==> src/rtl/sw_bus_pkg.sv <==
package sw_bus_pkg;
  localparam int US_W = 16;

  typedef enum logic [1:0] {
    OP_RESET = 2'b00,
    OP_WRITE = 2'b01,
    OP_READ  = 2'b10,
    OP_READX = 2'b11
  } op_e;

  typedef enum logic [1:0] {
    ST_IDLE,
    ST_ARM,
    ST_RUN
  } st_e;

  typedef struct packed {
    logic [US_W-1:0] low_us;
    logic [US_W-1:0] samp_us;
    logic [US_W-1:0] fin_us;
    logic            samp_en;
    logic            invert;
  } plan_t;
endpackage

==> src/rtl/sw_bus_tick.sv <==
module sw_bus_tick #(
  parameter int DIV = 100
) (
  input  logic clk_i,
  input  logic rst_ni,
  output logic tick_o
);
  localparam int CW = (DIV > 1) ? $clog2(DIV) : 1;
  localparam logic [CW-1:0] LAST = CW'(DIV - 1);

  logic [CW-1:0] cnt_q;

  always_ff @(posedge clk_i or negedge rst_ni) begin
    if (!rst_ni) cnt_q <= '0;
    else if (cnt_q == LAST) cnt_q <= '0;
    else cnt_q <= cnt_q + 1'b1;
  end

  assign tick_o = (cnt_q == LAST);
endmodule

==> src/rtl/sw_bus_streak.sv <==
module sw_bus_streak #(
  parameter int LIMIT = 64
) (
  input  logic clk_i,
  input  logic rst_ni,
  input  logic acc_i,
  input  logic is_w0_i,
  output logic long_o
);
  localparam int CW = $clog2(LIMIT + 1);
  localparam logic [CW-1:0] SAT = CW'(LIMIT);
  localparam logic [CW-1:0] EDGE = CW'(LIMIT - 1);

  logic [CW-1:0] cnt_q;

  always_ff @(posedge clk_i or negedge rst_ni) begin
    if (!rst_ni) cnt_q <= '0;
    else if (acc_i) begin
      if (!is_w0_i) cnt_q <= '0;
      else if (cnt_q != SAT) cnt_q <= cnt_q + 1'b1;
    end
  end

  // the slot being accepted is counted toward the run
  assign long_o = is_w0_i && (cnt_q >= EDGE);
endmodule

==> src/rtl/sw_bus_timing.sv <==
module sw_bus_timing
  import sw_bus_pkg::*;
#(
  parameter int T_RST_LOW  = 480,
  parameter int T_RST_WIN  = 480,
  parameter int T_PRES     = 70,
  parameter int T_SLOT     = 65,
  parameter int T_LOW1     = 6,
  parameter int T_LOWR     = 1,
  parameter int T_RDV      = 15,
  parameter int T_REC_MIN  = 1,
  parameter int T_REC_LONG = 5,
  parameter int REC_W      = 8
) (
  input  logic [1:0]       op_i,
  input  logic             wbit_i,
  input  logic [REC_W-1:0] rec_i,
  input  logic             long_i,
  output plan_t            plan_o
);
  logic [US_W-1:0] floor_us;
  logic [US_W-1:0] rec_us;
  logic [US_W-1:0] slot_fin;

  always_comb begin
    floor_us = long_i ? US_W'(T_REC_LONG) : US_W'(T_REC_MIN);
    rec_us   = (US_W'(rec_i) < floor_us) ? floor_us : US_W'(rec_i);
    slot_fin = US_W'(T_SLOT) + rec_us;
    plan_o   = '0;
    unique case (op_e'(op_i))
      OP_RESET: begin
        plan_o.low_us  = US_W'(T_RST_LOW);
        plan_o.samp_us = US_W'(T_RST_LOW + T_PRES);
        plan_o.fin_us  = US_W'(T_RST_LOW + T_RST_WIN);
        plan_o.samp_en = 1'b1;
        plan_o.invert  = 1'b1;
      end
      OP_WRITE: begin
        plan_o.low_us  = wbit_i ? US_W'(T_LOW1) : US_W'(T_SLOT);
        plan_o.fin_us  = slot_fin;
      end
      default: begin
        plan_o.low_us  = US_W'(T_LOWR);
        plan_o.samp_us = US_W'(T_RDV);
        plan_o.fin_us  = slot_fin;
        plan_o.samp_en = 1'b1;
      end
    endcase
  end
endmodule

==> src/rtl/sw_bus_master.sv <==
module sw_bus_master
  import sw_bus_pkg::*;
#(
  parameter int TICK_DIV   = 100,
  parameter int T_RST_LOW  = 480,
  parameter int T_RST_WIN  = 480,
  parameter int T_PRES     = 70,
  parameter int T_SLOT     = 65,
  parameter int T_LOW1     = 6,
  parameter int T_LOWR     = 1,
  parameter int T_RDV      = 15,
  parameter int T_REC_MIN  = 1,
  parameter int T_REC_LONG = 5,
  parameter int W0_LIMIT   = 64,
  parameter int REC_W      = 8
) (
  input  logic             clk_i,
  input  logic             rst_ni,
  input  logic             cmd_valid_i,
  output logic             cmd_ready_o,
  input  logic [1:0]       cmd_op_i,
  input  logic             cmd_wbit_i,
  input  logic [REC_W-1:0] rec_us_i,
  output logic             done_o,
  output logic             result_o,
  output logic             bus_oe_o,
  input  logic             bus_i
);
  st_e             st_q;
  plan_t           plan_d, plan_q;
  logic [US_W-1:0] el_q;
  logic            res_q, done_q;
  logic [1:0]      sync_q;
  logic            tick, accept, is_w0, long_rec, rx;

  assign accept = (st_q == ST_IDLE) && cmd_valid_i;
  assign is_w0  = (op_e'(cmd_op_i) == OP_WRITE) && !cmd_wbit_i;

  sw_bus_tick #(.DIV(TICK_DIV)) tick_i (
    .clk_i (clk_i),
    .rst_ni(rst_ni),
    .tick_o(tick)
  );

  sw_bus_streak #(.LIMIT(W0_LIMIT)) streak_i (
    .clk_i  (clk_i),
    .rst_ni (rst_ni),
    .acc_i  (accept),
    .is_w0_i(is_w0),
    .long_o (long_rec)
  );

  sw_bus_timing #(
    .T_RST_LOW (T_RST_LOW),
    .T_RST_WIN (T_RST_WIN),
    .T_PRES    (T_PRES),
    .T_SLOT    (T_SLOT),
    .T_LOW1    (T_LOW1),
    .T_LOWR    (T_LOWR),
    .T_RDV     (T_RDV),
    .T_REC_MIN (T_REC_MIN),
    .T_REC_LONG(T_REC_LONG),
    .REC_W     (REC_W)
  ) timing_i (
    .op_i  (cmd_op_i),
    .wbit_i(cmd_wbit_i),
    .rec_i (rec_us_i),
    .long_i(long_rec),
    .plan_o(plan_d)
  );

  always_ff @(posedge clk_i or negedge rst_ni) begin
    if (!rst_ni) sync_q <= 2'b11;
    else sync_q <= {sync_q[0], bus_i};
  end
  assign rx = sync_q[1];

  always_ff @(posedge clk_i or negedge rst_ni) begin
    if (!rst_ni) begin
      st_q   <= ST_IDLE;
      plan_q <= '0;
      el_q   <= '0;
      res_q  <= 1'b0;
      done_q <= 1'b0;
    end else begin
      done_q <= 1'b0;
      unique case (st_q)
        ST_IDLE: if (accept) begin
          plan_q <= plan_d;
          res_q  <= 1'b0;
          st_q   <= ST_ARM;
        end
        // align the start of the command to a tick
        ST_ARM: if (tick) begin
          el_q <= '0;
          st_q <= ST_RUN;
        end
        ST_RUN: if (tick) begin
          el_q <= el_q + 1'b1;
          if (plan_q.samp_en && (el_q == plan_q.samp_us - 1'b1))
            res_q <= plan_q.invert ? !rx : rx;
          if (el_q == plan_q.fin_us - 1'b1) begin
            st_q   <= ST_IDLE;
            done_q <= 1'b1;
          end
        end
        default: st_q <= ST_IDLE;
      endcase
    end
  end

  assign cmd_ready_o = (st_q == ST_IDLE);
  assign done_o      = done_q;
  assign result_o    = res_q;
  assign bus_oe_o    = (st_q == ST_RUN) && (el_q < plan_q.low_us);
endmodule

==> config.mk <==
export PLATFORM = sky130hd
export DESIGN_NAME = sw_bus_master
export DESIGN_NICKNAME = d
export VERILOG_FILES = /design/src/rtl/sw_bus_pkg.sv /design/src/rtl/sw_bus_tick.sv /design/src/rtl/sw_bus_streak.sv /design/src/rtl/sw_bus_timing.sv /design/src/rtl/sw_bus_master.sv
export SDC_FILE = /design/constraint.sdc
export NUM_CORES = 1
export LEC_CHECK = 0
export ABC_AREA = 1
export CORE_ASPECT_RATIO = 1.5
export CORE_UTILIZATION = 45
export CTS_CLUSTER_SIZE = 14
export DETAILED_ROUTE_END_ITERATION = 12
export GPL_TIMING_DRIVEN = 1
export SETUP_SLACK_MARGIN = 0.05
export SYNTH_ARGS = -nofsm -noshare
export SYNTH_HDL_FRONTEND = slang
export SYNTH_SLANG_ARGS = --single-unit
==> constraint.sdc <==
create_clock -name clk_i -period 5.7 [get_ports clk_i]
set_input_delay 1.14 -clock clk_i [delete_from_list [all_inputs] [get_ports clk_i]]
set_output_delay 1.14 -clock clk_i [all_outputs]
set_load 0.05 [all_outputs]
### After elaboration in Yosys (flattened, before gate mapping)

Index checks and enable logic that the tools add are counted.

* add/subtract/negate cells: 6
* $lt $le $gt $ge: 3
* equal/unequal tests: 13
* mux-type cells: 27
* reductions and logical operators: 16

Operator list (count)
* $mux W16: 4
* $pmux W16 S2: 2
* $eq A16 B16 Y1: 2
* $sub A16 B1 Y16 const B: 2
* $mux W7: 4
* $pmux W10 S2: 1
* $add A16 B1 Y16 const B: 1
* $add A7 B16 Y16 const A: 1
* $lt A16 B16 Y1: 1
* $lt A8 B16 Y1: 1
* $add A7 B1 Y7 const B: 2
* $ne A2 B2 Y1 const B: 5
* $mux W1: 9
* $mux W2: 4
* $reduce_and A4 Y1: 2
* $eq A7 B7 Y1 const B: 1
* $ge A7 B6 Y1 const B: 1
* $ne A7 B7 Y1 const B: 1
* $pmux W2 S3: 1
* $logic_and A1 B1 Y1: 5
* $eq A2 B1 Y1 const B: 2
* $logic_not A2 Y1: 2
* $reduce_and A2 Y1: 2
* $reduce_bool A2 Y1: 2
* other kinds (6): 7

* register bits: 86
* input bits: 15
* output and inout port bits: 4
* word-level logic and storage cells: 77

### Logic depth before layout (Yosys ltp)

Gate-level depths: netlist of the first run.

* depth after elaboration: 8
* mapped depth: 21
* depth with buffers taken out: 21

### By module

Synthesis of the first run repeated with hierarchy kept, for this count alone.

* cell total of the unflattened synthesis: 873
* area, all modules: 6179.7 um^2

Modules (own cells, without submodules)
* sw_bus_master: times used 1, cells each 655, area each 4722.0 um^2, sequential area each 1804.2 um^2
* sw_bus_timing: times used 1, cells each 111, area each 631.9 um^2, sequential area each 0.0 um^2
* sw_bus_streak: times used 1, cells each 65, area each 464.2 um^2, sequential area each 175.2 um^2
* sw_bus_tick: times used 1, cells each 42, area each 361.6 um^2, sequential area each 175.2 um^2

### Worst setup path after synthesis of the first run

Ideal clock, no wire load.

* kind: reg2out
* start: register el_q[1]
* end: output bus_oe_o
* data arrival time: 1928 ps
* path slack: 2632 ps
* stages on the path, launching flop included: 8
* buffers on the path: 0
* cells stage by stage: dfrtp_1 ha_1 a21boi_0 o21ai_0 nand2_1 nand4_1 o211ai_1 a31oi_1

* longest elaborated chain between the ends: 2

RTL lines
* start, declared: RTL line sw_bus_master.sv:31 `logic [US_W-1:0] el_q;`
* start signal, assigned: RTL line sw_bus_master.sv:99 `el_q <= el_q + 1'b1;`
* $lt A16 B16 Y1: RTL line sw_bus_master.sv:115 `assign bus_oe_o = (st_q == ST_RUN) && (el_q < plan_q.low_us);`
* $logic_and A1 B1 Y1: RTL line sw_bus_master.sv:115
* end, declared: RTL line sw_bus_master.sv:26 `output logic bus_oe_o,`

Every way passes these cells.

### Worst setup path in the final report of the first run

* start: register plan_q[41] (netlist bit)
* end: output bus_oe_o

* longest elaborated chain between the ends: 2

RTL lines
* start, declared: RTL line sw_bus_master.sv:30 `plan_t plan_d, plan_q;`
* start signal, assigned: RTL line sw_bus_master.sv:89 `plan_q <= plan_d;`
* $lt A16 B16 Y1: RTL line sw_bus_master.sv:115
* $logic_and A1 B1 Y1: RTL line sw_bus_master.sv:115

Every way passes these cells.

==> impl_results.md, run 1 <==
- TritonCTS Buffers: 5
- Worst Skew: 0.01041 ns
- Placement Rows: 40
- Post-CTS sizing: 0
- First DRT Iteration DRCs: 158
- Crit. End Element: primary output
- Pin slew with the least headroom to its limit: 0.6620 ns
- Initial antenna violation count: 0
- Crit path arrival time: 2.68 ns
- Drt drc: 0
- Final setup violation count: 0
- Max VDD drop: 0.1154 mV
- Synth Flop Type: dfrtp_1
- Crit path largest cell delay: 0.83 ns
- DRT Wirelength: 9.025 mm
- First-pass GRT wire length: 15.05 mm
- Placed instance area: roughly 4000 um^2
- Utilization after layout: 51.65%
- Path category of the worst min-delay check: reg -> reg
- First drt pass iteration count: 7
- GP Congestion: 0.8757
- Ys async rst share: 100.0%
- Leakage power: ~1.8 nW
- CTS hold repair buffers: 0
- ANT nets after route: 0
- Synth Instances: 504
- IO Count: 19
- Largest net degree at the start of global routing: 52
- Final hold slack: 0.3574 ns
- Core region area: 7958 um^2
- Final Max Tran Viols: 0
- Fin crit share: 66.96%
- Post-synthesis sequential area ratio: 34.79%
- Synth area leaders: dfrtp_1 33%, nand2_1 11%, inv_1 6.4%
- Post-synth EDFFs: 0
- Critical Path, Cell by Cell: inv_1 > ha_1 > nand2_1 > inv_1 > nand4_1 > o211ai_1 > a31oi_1 > clkdlybuf4s50_1
- Synth warnings: 0
- Nets@finish: 555
- Avg Cell Area, Syn: 7.294 um^2
- Unique cell type count in the Yosys netlist: 43
- Clk sinks: 51
- Worst rel slew slack: a little under three fifths
- Synth top area share: 33.36%
- CP Max Fanout: 6
- Detail-routed via count per cell: 5.293
- Tot Pwr: a little over 0.8 mW
- Post-CTS setup buffers: 0
- TritonCTS clock tree: done
- Global Route Usage Sum: between 20% and 30%
- Most common cell on crit path: inv_1
- Yosys reg bits: 51
- Dpl hpwl: 7.069 mm
- Die Y: 112.7 um
- Synth-to-layout area growth: 11.81%
- Clock Tree Root: clkbuf_16
- Final Cell Area: 4110 um^2
- Synth Cell Area: approximately 3700 um^2
- Min cycle time layout: 3.816 ns
- H-tree depth: 2
- Crit path kind: reg -> out
- Slowest CP cell: clkdlybuf4s50_1
- FMAX: 262.0 MHz
- Outcome: finished clean
- RSZ-0062 raised after global routing: false
- Final TNS setup: 0 ns
- Max clock buf depth: 2
- Max Cap Viol: 0
- Vias in the first global route: about 3200
- Count of final hold-check violations: 0
- Share of cells above drive strength 1: approximately 8.6%
- Full die area: 8542 um^2
- Reg clk slew, reported paths: 0.07 ns
- Wire per inst: around 14 um
- Worst setup SP type: register
- Worst Path Required: 4.56 ns
- Via count: 3324
- Initial Util: 46.19%
- Port-buffer cells: 18
- Worst-Skew Late Latency: 0.30 ns
- Grt ovf: 0
- Die span in x: approximately 76 um
- Antenna diodes: 0
- Pwr dens: 199.3 nW/um^2
- Mapped Nets: 537
- Post-synth top area cell: dfrtp_1
[path summary, 6_finish.rpt]
kind | start | endpoint | slack [ns] | cells past startpoint
worst max register to register | streak_i.cnt_q[0]$_DFFE_PN0P_ | plan_q[8]$_DFFE_PN0P_ | 3.11 | 21
min in group asynchronous | rst_ni | tick_i.cnt_q[2]$_DFF_PN0_ | 0.96 | 2
max in group asynchronous | rst_ni | plan_q[9]$_DFFE_PN0P_ | 4.30 | 2
worst min register to register | sync_q[0]$_DFF_PN1_ | sync_q[1]$_DFF_PN1_ | 0.36 | 0
worst max-delay path | plan_q[41]$_DFFE_PN0P_ | bus_oe_o | 1.88 | 8
worst min-delay path | sync_q[0]$_DFF_PN1_ | sync_q[1]$_DFF_PN1_ | 0.36 | 0
[area by class of cell]
cell class / instances / area (um^2)
fillers: 812 / 3847
multi-input cells: 375 / 2088
flip-flops and latches: 51 / 1279
inverters: 70 / 262.8
repair buffers: 19 / 182.7
well taps: 105 / 131.4
clock buffers: 6 / 128.9
clock inverters: 2 / 37.54
[layer usage]
metal,track usage (%),vias to the layer above,share of wire (%)
met5,0,-,0
li1,-,1688,-
met2,41.06,69,53
met4,13.09,0,4.4
met3,3.384,29,2.3
met1,25.94,1538,41
[layout by cell type (no fill, tap or decap), drive strengths merged, types with 6 or more instances in the layout]
cell type / netlist / final
dfrtp: 49 / 49
nor3: 22 / 22
ha: 18 / 18
clkbuf: 2 / 6
clkdlybuf4s50: 0 / 17
a21oi: 15 / 15
nand3: 45 / 45
inv: 69 / 69
xor2: 17 / 17
nor2: 67 / 67
nand4: 9 / 9
nand2: 111 / 111
o21ai: 32 / 32
xnor2: 9 / 9
o22ai: 7 / 7
[Yosys cell counts, types with 3 or more instances]
cell      number
nand2_2        3
o211ai_1       3
nor4_1         3
ha_1          18
inv_1         63
nand2_1      108
nor2_1        54
buf_2          3
nand3b_1       3
nand4_1        9
buf_4          3
nor2_4         5
nor2_2         8
nor3_2         5
o21ai_0       30
nand3_1       42
xor2_1        17
o22ai_1        7
xnor2_1        9
dfrtp_1       49
inv_2          6
a21oi_1       14
nor3_1        17
[worst max-delay path, delay by kind of cell (launching register included)]
family | cells | cell delay [ns]
fa+ha+maj | 1 | 0.34
buf+inv | 3 | 1.07
flops | 1 | 0.50
simple gates | 2 | 0.18
compound gates | 2 | 0.28
[state kept, by name, indices dropped and copies added, names as in the netlist]
register,count
el_q,16
plan_q,15
streak_i.cnt_q,7
tick_i.cnt_q,7
st_q,2
sync_q,2
done_o,1
result_o,1
[through the flow]
stage          worst slack (ns)  std cells
5_1_grt                   1.710        628
2_1_floorplan             2.632        504
4_1_cts                   1.864        628
6_report                  1.884        628
3_5_place_dp              1.965        620
3_3_place_gp              2.035        620
[power by group]
group	internal (mW)	switching, mW
Sequential	0.373	0.0111
Combinational	0.0358	0.0537
Clock	0.208	0.138
Total	0.616	0.203
[cells by family after synthesis]
group	after synthesis	synth area share (%)
xor+xnor	26	6.195
flops	51	34.79
simple gates	264	33.76
fa+ha+maj	18	6.127
compound gates	67	10.72
buf+inv	78	8.407
No activity file was read; power rests on OpenSTA's default activity.
==> run 2, diff against run 1 <==
- PLACE_DENSITY: unset -> 0.65
- clock period: 5.7 -> 3.5 ns (I/O delays scaled with it)
==> impl_results.md, run 2 (same netlist as run 1, synthesis figures left out) <==
- Initial antenna violation count: 0
- # placed instances: 623
- Full die area: 8542 um^2
- Via count: around 3400
- Most frequent cells in the layout: 108 x nand2_1, 63 x inv_1, 54 x nor2_1
- Worst setup SP type: register
- Final TNS setup: 0 ns
- Finished Layout Cells: 631
- CP Max Fanout: 7
- H-tree depth: 2
- Fin crit share: 85.14%
- Crit path kind: reg -> out
- Clk pwr share: between 30% and 40%
- Max Cap Viol: 0
- Hold Startpoint: sync_q[0]$_DFF_PN1_
- Largest net degree at the start of global routing: 27
- Port-buffer cells: 18
- Largest registers: el_q (16), plan_q (15)
- Metal2 WL: around 4.8 mm
- Switching fraction of total power: between 20% and 30%
- Worst rel slew slack: 55.84%
- Synth-to-layout area growth: 11.91%
- Share of cells above drive strength 1: 9.316%
- Dpl hpwl: 7.046 mm
- First-pass GRT wire length: 15.27 mm
- Max clock buf depth: 2
- Post-CTS setup buffers: 0
- Pwr dens: slightly above 300 nW/um^2
- Largest Register: el_q
- First drt pass iteration count: 4
- DRT Wirelength: 9.102 mm
- Core region area: 7958 um^2
- Clk sinks: 51
- Initial Util: 46.19%
- WL met3: 243 um
- Clock Tree Root: clkbuf_16
- Drt drc: 0
- Uppermost routed layer: met4
- First DRT Iteration DRCs: ~210
- Leakage power: 1.824 nW
- Commonest non-fill, non-tap cell in the layout: nand2_1
- Global Route Usage Sum: 23.49%
- ANT nets after route: 0
- Crit. End Element: primary output
- Die span in x: 75.80 um
- Worst Skew: 0.008337 ns
- Worst-Skew Late Latency: roughly 0.30 ns
- TritonCTS Buffers: 5
- Reg clk slew, reported paths: 0.07 ns
- Antenna diodes: 0
- GP Congestion: 0.8773
- Min cycle time layout: 2.980 ns
- Die Y: 112.7 um
- FMAX: 335.6 MHz
- Grt ovf: 0
- Final Max Tran Viols: 0
- Crit path arrival time: about 2.3 ns
- Wire length on met1: 3.780 mm
- Detail-routed via count per cell: 5.382
- Comb power frac: 11.6%
- Outcome: finished clean
- IO Count: 19
- Pin slew with the least headroom to its limit: approximately 0.66 ns
- Max VDD drop: 0.1940 mV
- Sw Pwr: between 0.3 and 0.4 mW
- Cell Int Power: slightly above 0.9 mW
- Final setup violation count: 0
- Worst Path Required: roughly 2.8 ns
- Seq pwr share: between 40% and 50%
- Vias in the first global route: approximately 3400
- Path category of the worst min-delay check: reg -> reg
- R2R Path Start: streak_i.cnt_q[0]$_DFFE_PN0P_
- Start point of the critical path: el_q[1]$_DFFE_PN0P_
- TritonCTS clock tree: done
- Placement Rows: 40
- RSZ-0062 raised after global routing: false
- Count of final hold-check violations: 0
- Max reg flops: 16
- Nets@finish: 558
- Wire per inst: 14.42 um
[run 2: worst paths after layout]
path | slack [ns] | cells past startpoint | to
max in group asynchronous | 2.23 | 2 | sync_q[1]$_DFF_PN1_
setup reg to reg | 0.92 | 21 | plan_q[8]$_DFFE_PN0P_
min in group asynchronous | 0.43 | 1 | el_q[9]$_DFFE_PN0P_
hold reg to reg | 0.36 | 0 | sync_q[1]$_DFF_PN1_
hold / removal | 0.36 | 0 | sync_q[1]$_DFF_PN1_
setup / recovery | 0.52 | 8 | bus_oe_o
[run 2: per-layer routing]
metal	up-vias	GRT usage, %
met2	76	41.36
met5	-	0
met1	1600	26.95
met4	0	11.11
li1	1696	-
met3	24	3.295
[run 2: layout make-up]
| type | count | area (um^2) |
|---|---|---|
| fill | 763 | 3844 |
| multi-input combinational | 375 | 2088 |
| sequential | 51 | 1279 |
| inverter | 70 | 262.8 |
| timing repair buffer | 22 | 207.7 |
| tap | 105 | 131.4 |
| clock buffer | 5 | 125.1 |
| clock inverter | 3 | 20.02 |
[run 2: timing repair]
action,4_1_cts,5_1_grt
resized for setup,0,1
endpoints found under the hold margin,0,0
hold buffers,0,0
endpoints found under the setup margin,0,1
[run 2: stage by stage]
| step | instance area (um^2) | setup WS [ns] | utilization, % | power (mW) | hold WS (ns) |
|---|---|---|---|---|---|
| final | 4114 | 0.5200 | 51.70 | 1.267 | 0.3644 |
| after detailed placement | 3966 | 0.2562 | 49.84 | 0.7844 | 0.3468 |
| after global placement | 3966 | 0.3575 | 49.84 | 0.7801 | 0.3453 |
| after global routing | 4114 | 0.3104 | 51.70 | 1.319 | 0.3712 |
| after floorplan | 3676 | 0.8721 | - | 0.7248 | 0.3452 |
| after CTS | 4111 | 0.1402 | 51.67 | 1.279 | 0.3665 |
[run 2: power by group through the flow]
| stage | Clock [mW] | Sequential (mW) | Combinational, mW |
|---|---|---|---|
| after global placement | 0 | 0.636 | 0.144 |
| after CTS | 0.505 | 0.625 | 0.149 |
| final | 0.495 | 0.625 | 0.147 |
| after floorplan | 0 | 0.632 | 0.0932 |
| after global routing | 0.523 | 0.627 | 0.168 |
| after detailed placement | 0 | 0.636 | 0.148 |
[run 2: worst max-delay path, stage by stage, from the launching register on]
cell,delay [ns]
dfrtp_1,0.46
ha_1,0.29
a21boi_0,0.12
o21ai_0,0.20
nand2_1,0.10
nand4_1,0.09
o211ai_1,0.09
a31oi_1,0.18
dlymetal6s2s_1,0.45
==> run 3, diff against run 2 <==
- HOLD_SLACK_MARGIN: unset -> 0.03
==> results of run 3 <==
Same layout as run 2: the final DEF is identical, and so are final timing and power.
